<file path="src/rtl/cmd_rx_pkg.sv">
package cmd_rx_pkg;

    localparam logic [7:0] MARK_OPEN  = 8'h55;
    localparam logic [7:0] MARK_CLOSE = 8'hAA;

    localparam logic [7:0] OPC_RESET = 8'h01;
    localparam logic [7:0] OPC_READ  = 8'h10;
    localparam logic [7:0] OPC_WRITE = 8'h11;

    typedef enum logic [1:0] {
        FS_HUNT,
        FS_BODY,
        FS_HOLD
    } frm_state_e;

    // Total frame length implied by an opcode; zero means "unknown".
    function automatic logic [7:0] implied_len(input logic [7:0] opc);
        case (opc)
            OPC_RESET: implied_len = 8'd3;
            OPC_READ:  implied_len = 8'd5;
            OPC_WRITE: implied_len = 8'd9;
            default:   implied_len = 8'd0;
        endcase
    endfunction

endpackage

</file>
<file path="src/rtl/rxhs_handshake.sv">
module rxhs_handshake (
    input  logic clk,
    input  logic rst_n,
    input  logic syn_i,
    input  logic blocked_i,
    output logic ack_o,
    output logic accept_o
);

    typedef struct packed {
        logic ack;
    } hs_t;

    hs_t hs_d, hs_q;
    logic take_byte;

    always_comb begin
        hs_d      = hs_q;
        take_byte = syn_i && !hs_q.ack && !blocked_i;
        if (take_byte) begin
            hs_d.ack = 1'b1;
        end else if (hs_q.ack && !syn_i) begin
            hs_d.ack = 1'b0;
        end
    end

    always_ff @(posedge clk or negedge rst_n) begin
        if (!rst_n) begin
            hs_q <= '0;
        end else begin
            hs_q <= hs_d;
        end
    end

    assign ack_o    = hs_q.ack;
    assign accept_o = take_byte;

    // acknowledge stays up while the request is held
    a_r1_ack_holds: assert property (@(posedge clk) disable iff (!rst_n)
        hs_q.ack && syn_i |=> hs_q.ack);

    // acknowledge falls the cycle after the request drops
    a_r1_ack_falls: assert property (@(posedge clk) disable iff (!rst_n)
        hs_q.ack && !syn_i |=> !hs_q.ack);

    // no new acknowledge while the framer blocks intake
    a_r9_no_ack_blocked: assert property (@(posedge clk) disable iff (!rst_n)
        blocked_i && !hs_q.ack |=> !hs_q.ack);

endmodule

</file>
<file path="src/rtl/rxfr_framer.sv">
module rxfr_framer
    import cmd_rx_pkg::*;
#(
    parameter int DEPTH = 12,
    localparam int IDX_W = $clog2(DEPTH),
    localparam int LEN_W = $clog2(DEPTH + 1)
) (
    input  logic             clk,
    input  logic             rst_n,
    input  logic             accept_i,
    input  logic [7:0]       data_i,
    input  logic             taken_i,
    output logic             wr_en_o,
    output logic [IDX_W-1:0] wr_idx_o,
    output logic             hold_o,
    output logic             valid_o,
    output logic [LEN_W-1:0] len_o
);

    typedef struct packed {
        frm_state_e       st;
        logic [IDX_W-1:0] cnt;
        logic [LEN_W-1:0] want;
        logic             valid;
        logic [LEN_W-1:0] len;
    } fr_t;

    fr_t fr_d, fr_q;
    logic             known;
    logic             at_last;
    logic             at_limit;
    logic [LEN_W-1:0] cnt_ext;

    always_comb begin
        fr_d     = fr_q;
        fr_d.valid = 1'b0;
        wr_en_o  = 1'b0;
        wr_idx_o = fr_q.cnt;
        cnt_ext  = LEN_W'(fr_q.cnt);
        known    = (fr_q.want != '0);
        at_last  = (cnt_ext == fr_q.want - LEN_W'(1));
        at_limit = (fr_q.cnt == IDX_W'(DEPTH - 1));

        case (fr_q.st)
            FS_HUNT: begin
                if (accept_i && data_i == MARK_OPEN) begin
                    wr_en_o  = 1'b1;
                    wr_idx_o = '0;
                    fr_d.cnt = IDX_W'(1);
                    fr_d.st  = FS_BODY;
                end
            end
            FS_BODY: begin
                if (accept_i) begin
                    wr_en_o = 1'b1;
                    if (fr_q.cnt == IDX_W'(1)) begin
                        fr_d.want = LEN_W'(implied_len(data_i));
                        fr_d.cnt  = IDX_W'(2);
                    end else if (known) begin
                        if (at_last) begin
                            if (data_i == MARK_CLOSE) begin
                                fr_d.st    = FS_HOLD;
                                fr_d.valid = 1'b1;
                                fr_d.len   = cnt_ext + LEN_W'(1);
                            end else begin
                                fr_d.st = FS_HUNT;
                            end
                        end else begin
                            fr_d.cnt = fr_q.cnt + IDX_W'(1);
                        end
                    end else begin
                        if (data_i == MARK_CLOSE) begin
                            fr_d.st    = FS_HOLD;
                            fr_d.valid = 1'b1;
                            fr_d.len   = cnt_ext + LEN_W'(1);
                        end else if (at_limit) begin
                            fr_d.st = FS_HUNT;
                        end else begin
                            fr_d.cnt = fr_q.cnt + IDX_W'(1);
                        end
                    end
                end
            end
            FS_HOLD: begin
                if (taken_i) begin
                    fr_d.st = FS_HUNT;
                end
            end
            default: fr_d.st = FS_HUNT;
        endcase
    end

    always_ff @(posedge clk or negedge rst_n) begin
        if (!rst_n) begin
            fr_q    <= '0;
            fr_q.st <= FS_HUNT;
        end else begin
            fr_q <= fr_d;
        end
    end

    assign hold_o  = (fr_q.st == FS_HOLD);
    assign valid_o = fr_q.valid;
    assign len_o   = fr_q.len;

    // completion strobe lasts a single cycle
    a_r8_single_pulse: assert property (@(posedge clk) disable iff (!rst_n)
        fr_q.valid |=> !fr_q.valid);

    // a pending command stays pending until the parser takes it
    a_r9_hold_until_taken: assert property (@(posedge clk) disable iff (!rst_n)
        fr_q.st == FS_HOLD && !taken_i |=> fr_q.st == FS_HOLD);

    // a reported length never exceeds the buffer and covers both markers
    a_r7_len_bounds: assert property (@(posedge clk) disable iff (!rst_n)
        fr_q.valid |-> (fr_q.len >= LEN_W'(3)) && (fr_q.len <= LEN_W'(DEPTH)));

endmodule

</file>
<file path="src/rtl/rxbuf_store.sv">
module rxbuf_store #(
    parameter int DEPTH = 12,
    localparam int IDX_W = $clog2(DEPTH)
) (
    input  logic               clk,
    input  logic               rst_n,
    input  logic               wr_en_i,
    input  logic [IDX_W-1:0]   wr_idx_i,
    input  logic [7:0]         wr_data_i,
    output logic [8*DEPTH-1:0] bytes_o
);

    logic [7:0] mem_d [DEPTH];
    logic [7:0] mem_q [DEPTH];

    always_comb begin
        for (int i = 0; i < DEPTH; i++) begin
            mem_d[i] = mem_q[i];
        end
        if (wr_en_i) begin
            mem_d[wr_idx_i] = wr_data_i;
        end
    end

    always_ff @(posedge clk or negedge rst_n) begin
        if (!rst_n) begin
            for (int i = 0; i < DEPTH; i++) begin
                mem_q[i] <= '0;
            end
        end else begin
            for (int i = 0; i < DEPTH; i++) begin
                mem_q[i] <= mem_d[i];
            end
        end
    end

    for (genvar g = 0; g < DEPTH; g++) begin : g_flat
        assign bytes_o[8*g +: 8] = mem_q[g];
    end

endmodule

</file>
<file path="src/rtl/cmd_frame_rx.sv">
module cmd_frame_rx #(
    parameter int DEPTH = 12,
    localparam int IDX_W = $clog2(DEPTH),
    localparam int LEN_W = $clog2(DEPTH + 1)
) (
    input  logic               clk,
    input  logic               rst_n,
    input  logic               host_syn,
    input  logic [7:0]         host_data,
    output logic               host_ack,
    input  logic               cmd_taken,
    output logic               cmd_valid,
    output logic [8*DEPTH-1:0] cmd_bytes,
    output logic [LEN_W-1:0]   cmd_len
);

    logic             accept;
    logic             hold;
    logic             wr_en;
    logic [IDX_W-1:0] wr_idx;

    rxhs_handshake u_hs (
        .clk       (clk),
        .rst_n     (rst_n),
        .syn_i     (host_syn),
        .blocked_i (hold),
        .ack_o     (host_ack),
        .accept_o  (accept)
    );

    rxfr_framer #(.DEPTH(DEPTH)) u_fr (
        .clk      (clk),
        .rst_n    (rst_n),
        .accept_i (accept),
        .data_i   (host_data),
        .taken_i  (cmd_taken),
        .wr_en_o  (wr_en),
        .wr_idx_o (wr_idx),
        .hold_o   (hold),
        .valid_o  (cmd_valid),
        .len_o    (cmd_len)
    );

    rxbuf_store #(.DEPTH(DEPTH)) u_buf (
        .clk       (clk),
        .rst_n     (rst_n),
        .wr_en_i   (wr_en),
        .wr_idx_i  (wr_idx),
        .wr_data_i (host_data),
        .bytes_o   (cmd_bytes)
    );

    // buffered bytes stay put while the command waits for the parser
    a_r8_bytes_stable: assert property (@(posedge clk) disable iff (!rst_n)
        hold && !cmd_taken |=> $stable(cmd_bytes) && $stable(cmd_len));

endmodule

</file>
<file path="config.mk">
export PLATFORM = sky130hd
export DESIGN_NAME = cmd_frame_rx
export DESIGN_NICKNAME = d
export VERILOG_FILES = /design/src/rtl/cmd_rx_pkg.sv /design/src/rtl/rxhs_handshake.sv /design/src/rtl/rxfr_framer.sv /design/src/rtl/rxbuf_store.sv /design/src/rtl/cmd_frame_rx.sv
export SDC_FILE = /design/constraint.sdc
export NUM_CORES = 1
export LEC_CHECK = 0
export ABC_AREA = 1
export ABC_CLOCK_PERIOD_IN_PS = 3130
export BUFFER_PORTS_ARGS = -buffer_cell sky130_fd_sc_hd__buf_2
export CAP_MARGIN = 20
export CORE_ASPECT_RATIO = 0.9
export CORE_UTILIZATION = 54
export CTS_CLUSTER_DIAMETER = 100
export DETAILED_ROUTE_END_ITERATION = 6
export PLACE_DENSITY = 0.79
export SLEW_MARGIN = 10
export SYNTH_ARGS = -nofsm -noshare
export SYNTH_HDL_FRONTEND = slang
export SYNTH_HIERARCHICAL = 1
export SYNTH_SLANG_ARGS = --single-unit
</file>
<file path="constraint.sdc">
create_clock -name clk -period 3.13 [get_ports clk]
set_clock_uncertainty 0.2 [all_clocks]
set_input_delay 0.626 -clock clk [delete_from_list [all_inputs] [get_ports clk]]
set_output_delay 0.626 -clock clk [all_outputs]
set_load 0.05 [all_outputs]
</file>
After elaboration in Yosys (flattened, before gate mapping):

Cells that the tools add are included.

* $add $sub $neg: 2
* magnitude comparators: 2
* eq/ne operators: 20
* mux-type cells: 32
* bitwise gates (word level): 2
* reduce and logical (&&, ||, !) cells: 16

Operator list (count)
* bitwise mux 96 bit: 1
* demux 8 bit (select 4 bit): 1
* 2-to-1 mux 4 bit: 7
* 2-to-1 mux 5 bit: 5
* == test 8 x 5 -> 1 bit (second input constant): 2
* 2-to-1 mux 15 bit: 1
* 2-to-1 mux 2 bit: 6
* 2-to-1 mux 6 bit: 2
* one-hot mux 4 bit (3 select lines): 1
* AND reduction 6 bit: 2
* == test 8 x 1 -> 1 bit (second input constant): 1
* == test 8 x 7 -> 1 bit (second input constant): 1
* == test 8 bit (second input constant): 1
* 2-to-1 mux 8 bit: 1
* one-hot mux 4 bit (2 select lines): 1
* != test 2 bit (second input constant): 3
* one-hot mux 2 bit (3 select lines): 1
* >= comparator 5 bit (second input constant): 1
* logical AND 1 bit: 5
* less-than comparator 5 x 1 -> 1 bit (second input constant): 1
* inverter 4 -> 5 bit: 1
* adder 4 x 1 -> 4 bit (second input constant): 1
* == test 4 x 1 -> 1 bit (second input constant): 1
* == test 4 bit: 1
* other kinds (19): 26

* register bits: 112
* output and inout port bits: 102
* logic and storage cells: 92

Logic depth before layout (Yosys ltp):

* word-level depth: 12
* depth in mapped cells: 16

By module:

Netlist, hierarchy kept.

By module, submodules not included
* rxbuf_store: times used 1, cells an instance 472, area each 4071.4 µm², sequential area each 2402.3 µm²
* rxfr_framer: times used 1, cells an instance 168, area each 1138.6 µm², sequential area each 375.4 µm²
* rxhs_handshake: times used 1, cells an instance 6, area each 46.3 µm², sequential area each 25.0 µm²

Worst setup path before layout:

Ideal clock, no wire load.

* kind: in2reg
* start: input host_syn
* end: register u_buf.mem_q (netlist bit u_buf/bytes_o[32])
* arrival: 2.009 ns
* setup slack: 0.803 ns
* stages on the path: 12
* path buffers: 1
* cell sequence: nand2_1 nor2_2 nand3_1 nor2_1 nand3_1 nand2_1 inv_1 nor2_1 buf_2 nand3_1 nand2_1 nand2_1

* longest elaborated chain between the ends: 11

Ends and longest elaborated chain
* from (decl): line cmd_frame_rx.sv:8 `input logic host_syn,`
* logical AND 1 bit (*) (2 in series): line rxhs_handshake.sv:19 `take_byte = syn_i && !hs_q.ack && !blocked_i;`
* net accept: line cmd_frame_rx.sv:17 `logic accept;`
* logical AND 1 bit (*): line rxfr_framer.sv:46 `if (accept_i && data_i == MARK_OPEN) begin`
* 2-to-1 mux 4 bit (*): line rxfr_framer.sv:46
* 2-to-1 mux 4 bit (*): line rxfr_framer.sv:44 `case (fr_q.st)`
* net wr_idx[0]: line cmd_frame_rx.sv:20 `logic [IDX_W-1:0] wr_idx;`
* inverter 4 -> 5 bit (not written as such) (*): line rxbuf_store.sv:21 `mem_d[wr_idx_i] = wr_data_i;`
* >= comparator 5 bit (not written as such) / less-than comparator 5 x 1 -> 1 bit (equally long branches): line rxbuf_store.sv:21
* logical AND 1 bit (not written as such): line rxbuf_store.sv:21
* 2-to-1 mux 8 bit (not written as such): line rxbuf_store.sv:21
* demux 8 bit (select 4 bit) (*): line rxbuf_store.sv:21
* bitwise mux 96 bit (*): line rxbuf_store.sv:21
* to (signal, indexed assignment): line rxbuf_store.sv:32 `mem_q[i] <= mem_d[i];`
* to (decl): line rxbuf_store.sv:14 `logic [7:0] mem_q [DEPTH];`

Mark *: on every way through the listed nets, which the timed path passes. The rest lies on a longest branch.
A chain may end at the register's enable or synchronous reset.

Final worst setup path:

* start: register u_fr/fr_q[14] (netlist bit)
* end: register u_buf.mem_q (netlist bit u_buf/bytes_o[3])

* longest elaborated chain between the ends: 12

Ends and longest elaborated chain
* from (decl): line rxfr_framer.sv:28 `fr_t fr_d, fr_q;`
* from (signal assigned): line rxfr_framer.sv:98 `fr_q <= fr_d;`
* == test 2 bit (*): line rxfr_framer.sv:102 `assign hold_o = (fr_q.st == FS_HOLD);`
* net hold: line cmd_frame_rx.sv:18 `logic hold;`
* logical NOT 1 bit (*): line rxhs_handshake.sv:19
* logical AND 1 bit (*): line rxhs_handshake.sv:19
* net accept: line cmd_frame_rx.sv:17
* logical AND 1 bit (*): line rxfr_framer.sv:46
* 2-to-1 mux 4 bit (*): line rxfr_framer.sv:46
* 2-to-1 mux 4 bit (*): line rxfr_framer.sv:44
* net wr_idx[0]: line cmd_frame_rx.sv:20
* inverter 4 -> 5 bit (not written as such) (*): line rxbuf_store.sv:21
* >= comparator 5 bit (not written as such) / less-than comparator 5 x 1 -> 1 bit (equally long branches): line rxbuf_store.sv:21
* logical AND 1 bit (not written as such): line rxbuf_store.sv:21
* 2-to-1 mux 8 bit (not written as such): line rxbuf_store.sv:21
* demux 8 bit (select 4 bit) (*): line rxbuf_store.sv:21
* bitwise mux 96 bit (*): line rxbuf_store.sv:21

Marked as above.

==> impl_metrics.yaml <==
logic_synthesis:
  yosysUniqueCellTypes: 28
  yosys_warnings: 6
  synthFlopType: "dfrtp_1"
  avgSynthCellArea_sq_um: 8.14
  syn-instance-count: 646
  synth-seq-cells: 112
  synth_fp_nets: 662
  synth_area_sq_mm: 0.00526
  async_reset_ff_share_pct: 100
  synth_edf_count: 0
  yosysSeqAreaShare_pct: 53.3
place:
  placed_cell_area_sq_mm: 0.00600
  io_buffers: 113
  dp.cells: 870
  globalplace.congestion: 0.881
  dpl.hpwl_mm: 9.38
worst_hold_path:
  hold_class: "input port to asynchronous set/reset pin"
drt:
  via_count: 4639
  drtIter0Drc: 396
  ant_nets: 0
  totalWireLength_mm: 13.3
  vias_per_cell: 5.24
  detail_route.first_pass.iterations: 5
  wl_per_cell_um: 15.0
  drc: 0
pwr:
  peakVddDrop_v: 0.000292
  power_uw: 2620
  power_density_mw_per_mm2: 423
  leakagePower_uw: 0.00348
critical_path:
  reg2reg_from: "u_fr/fr_q[14]"
  r2r_cells: 15
  timing.critical_path.slowest_cell_delay_ps: 440
  start_kind: "flop"
  startpoint: "u_fr/fr_q[14]"
  path_max_fanout: 8
  worst-r2r-setup-slack_ps: 340
  slowest_stage: "dfrtp_1"
  crit_buf_inv: 4
  cp_cell_sequence: "inv_1 -> nor2_1 -> inv_1 -> nand2_1 -> nor2_2 -> nand3_1 -> nor2_1 -> nand3_1 -> nand2_1 -> inv_1 -> nor2_1 -> buf_4 -> nand3_1 -> nand2_1 -> nand2_1"
  worstPathRequired_ps: 3180
  path_class: "flop to flop"
  arrival_ps: 2840
  timing.rr.end: "u_buf/bytes_o[3]"
  end_kind: "flop"
  cpMostUsedCell: "nand2_1"
  crit_family: "simple AND/OR/NAND/NOR gates"
floorplanning:
  die_area_sq_mm: 0.0101
  row_count: 33
  num_io_pins: 114
  fp.dieW_um: 106
  start_util_pct: 56.6
  core_area_sq_mm: 0.00929
  die_y_um: 95.6
timing:
  fmax_mhz: 358
  setup_violations: 0
  tightest_slew_ps: 770
  fin_crit_ps: 2790
  rsz0062_at_grt: "false"
  post-route-period-util_pct: 89.2
  hold_violations: 0
  drv_slew: 0
  setup_tns_ps: 0
  relSlewSlack_pct: 48.7
cts:
  clock_latency_ps: 360
  clkSinkCount: 112
  cts_hold_buf: 0
  cts_max_path_buffers: 2
  tritoncts: "yes"
  cts_root_buffer: "clkbuf_8"
  cts_buffers: 9
  htree_num_levels: 3
  cts_resized: 0
  clk_pin_slew_ps: 100
  postCtsSetupBuffers: 0
global_route:
  grt_max_degree: 62
  overflow: 0
  antenna_found_initial: 0
  grt_pass1_vias: 4436
  grt_util_all_layers_pct: 27.8
  grt_pass1_wl_mm: 21.6
finish:
  antenna-diode-count: 0
  layout.nets: 775
  area_growth_pct: 17.9
  stdcell_area_sq_mm: 0.00620
  fin_cells: 885
  final_util_pct: 66.7
  nFillCells: 790
  drive_gt1_share_pct: 22.5
outcome:
  status: "finished, final reports clean"
job:
  max-cap-violations: 0
kinds of logic after synthesis:
logic type / share of synthesized area [%]
compound gates: 5.69
buf+inv: 7.95
flops: 53.3
fa+ha+maj: 0.952
simple gates: 31.4
xor+xnor: 0.667
layer usage:
layer | up-vias | global-route usage, % | routed length [um]
met3 | 19 | 6.36 | 1010
met1 | 2184 | 38.8 | 6010
met5 | - | 0 | 0
met2 | 210 | 44.0 | 6110
li1 | 2226 | - | -
met4 | 0 | 7.75 | 162
layout by cell type, fill, tap and decap left out, drive strengths merged:
cell	instances
buf	131
a21oi	3
nand2	284
o21ai	6
nor3	2
xnor2	2
clkinv	2
nor3b	1
bufinv	1
o21bai	32
nand3	26
clkbuf	10
inv	73
xor2	2
o31ai	1
dfrtp	112
a31oi	1
nand4	34
ha	4
nor2	36
power breakdown:
part | total [uW] | switching (uW) | internal, uW
logic | 261 | 202 | 58.6
registers | 1480 | 19.8 | 1460
clock network | 876 | 479 | 397
per-stage QoR:
stage                     hold slack [ps]  setup WS [ps]
after global routing                  176           24.5
after detailed placement              257            268
after global placement                255            348
after CTS                             152            385
after floorplan                       130            803
final                                 140            338
area by class of cell:
| class | instances | area, sq um | share of cell area, % |
|---|---|---|---|
| clock inverters | 5 | 63.8 | 1.03 |
| clock buffers | 10 | 138 | 2.22 |
| flip-flops and latches | 112 | 2800 | 45.2 |
| inverters | 71 | 267 | 4.30 |
| well taps | 122 | 153 | 2.46 |
| repair buffers | 131 | 741 | 11.9 |
| multi-input cells | 434 | 2040 | 32.8 |
cell usage after synthesis, types with 3 or more instances:
library cell,instances,area share (%)
o21ai_1,4,0.38
a21oi_1,3,0.29
inv_1,67,4.8
nand4_1,34,4.0
nand3_1,24,2.3
buf_2,13,1.2
nor2_2,11,1.3
nor2_4,3,0.64
clkbuf_1,8,0.57
buf_4,7,1.0
o21bai_1,32,4.6
nor2_1,22,1.6
inv_2,4,0.29
nand2_1,279,20
ha_1,4,0.95
dfrtp_1,112,53
nand2_2,4,0.48
flip-flops by register name (all words and copies together), names as in the netlist:
signal	count
u_fr/len_o	4
u_buf/bytes_o	96
u_hs/ack_o	1
u_fr/fr_q	6
u_fr/cnt_ext	4
u_fr/valid_o	1
how the worst max path moves through the flow:
stage / end / slack, ps / cells past startpoint
floorplan: u_buf/bytes_o[32] / 800 / 12
global placement: u_buf/bytes_o[9] / 350 / 13
detailed placement: u_buf/bytes_o[4] / 270 / 13
CTS: u_buf/bytes_o[3] / 390 / 15
global route: u_buf/bytes_o[2] / 20 / 15
finish: u_buf/bytes_o[3] / 340 / 15
Note: power is estimated with default switching activity, not from simulation.
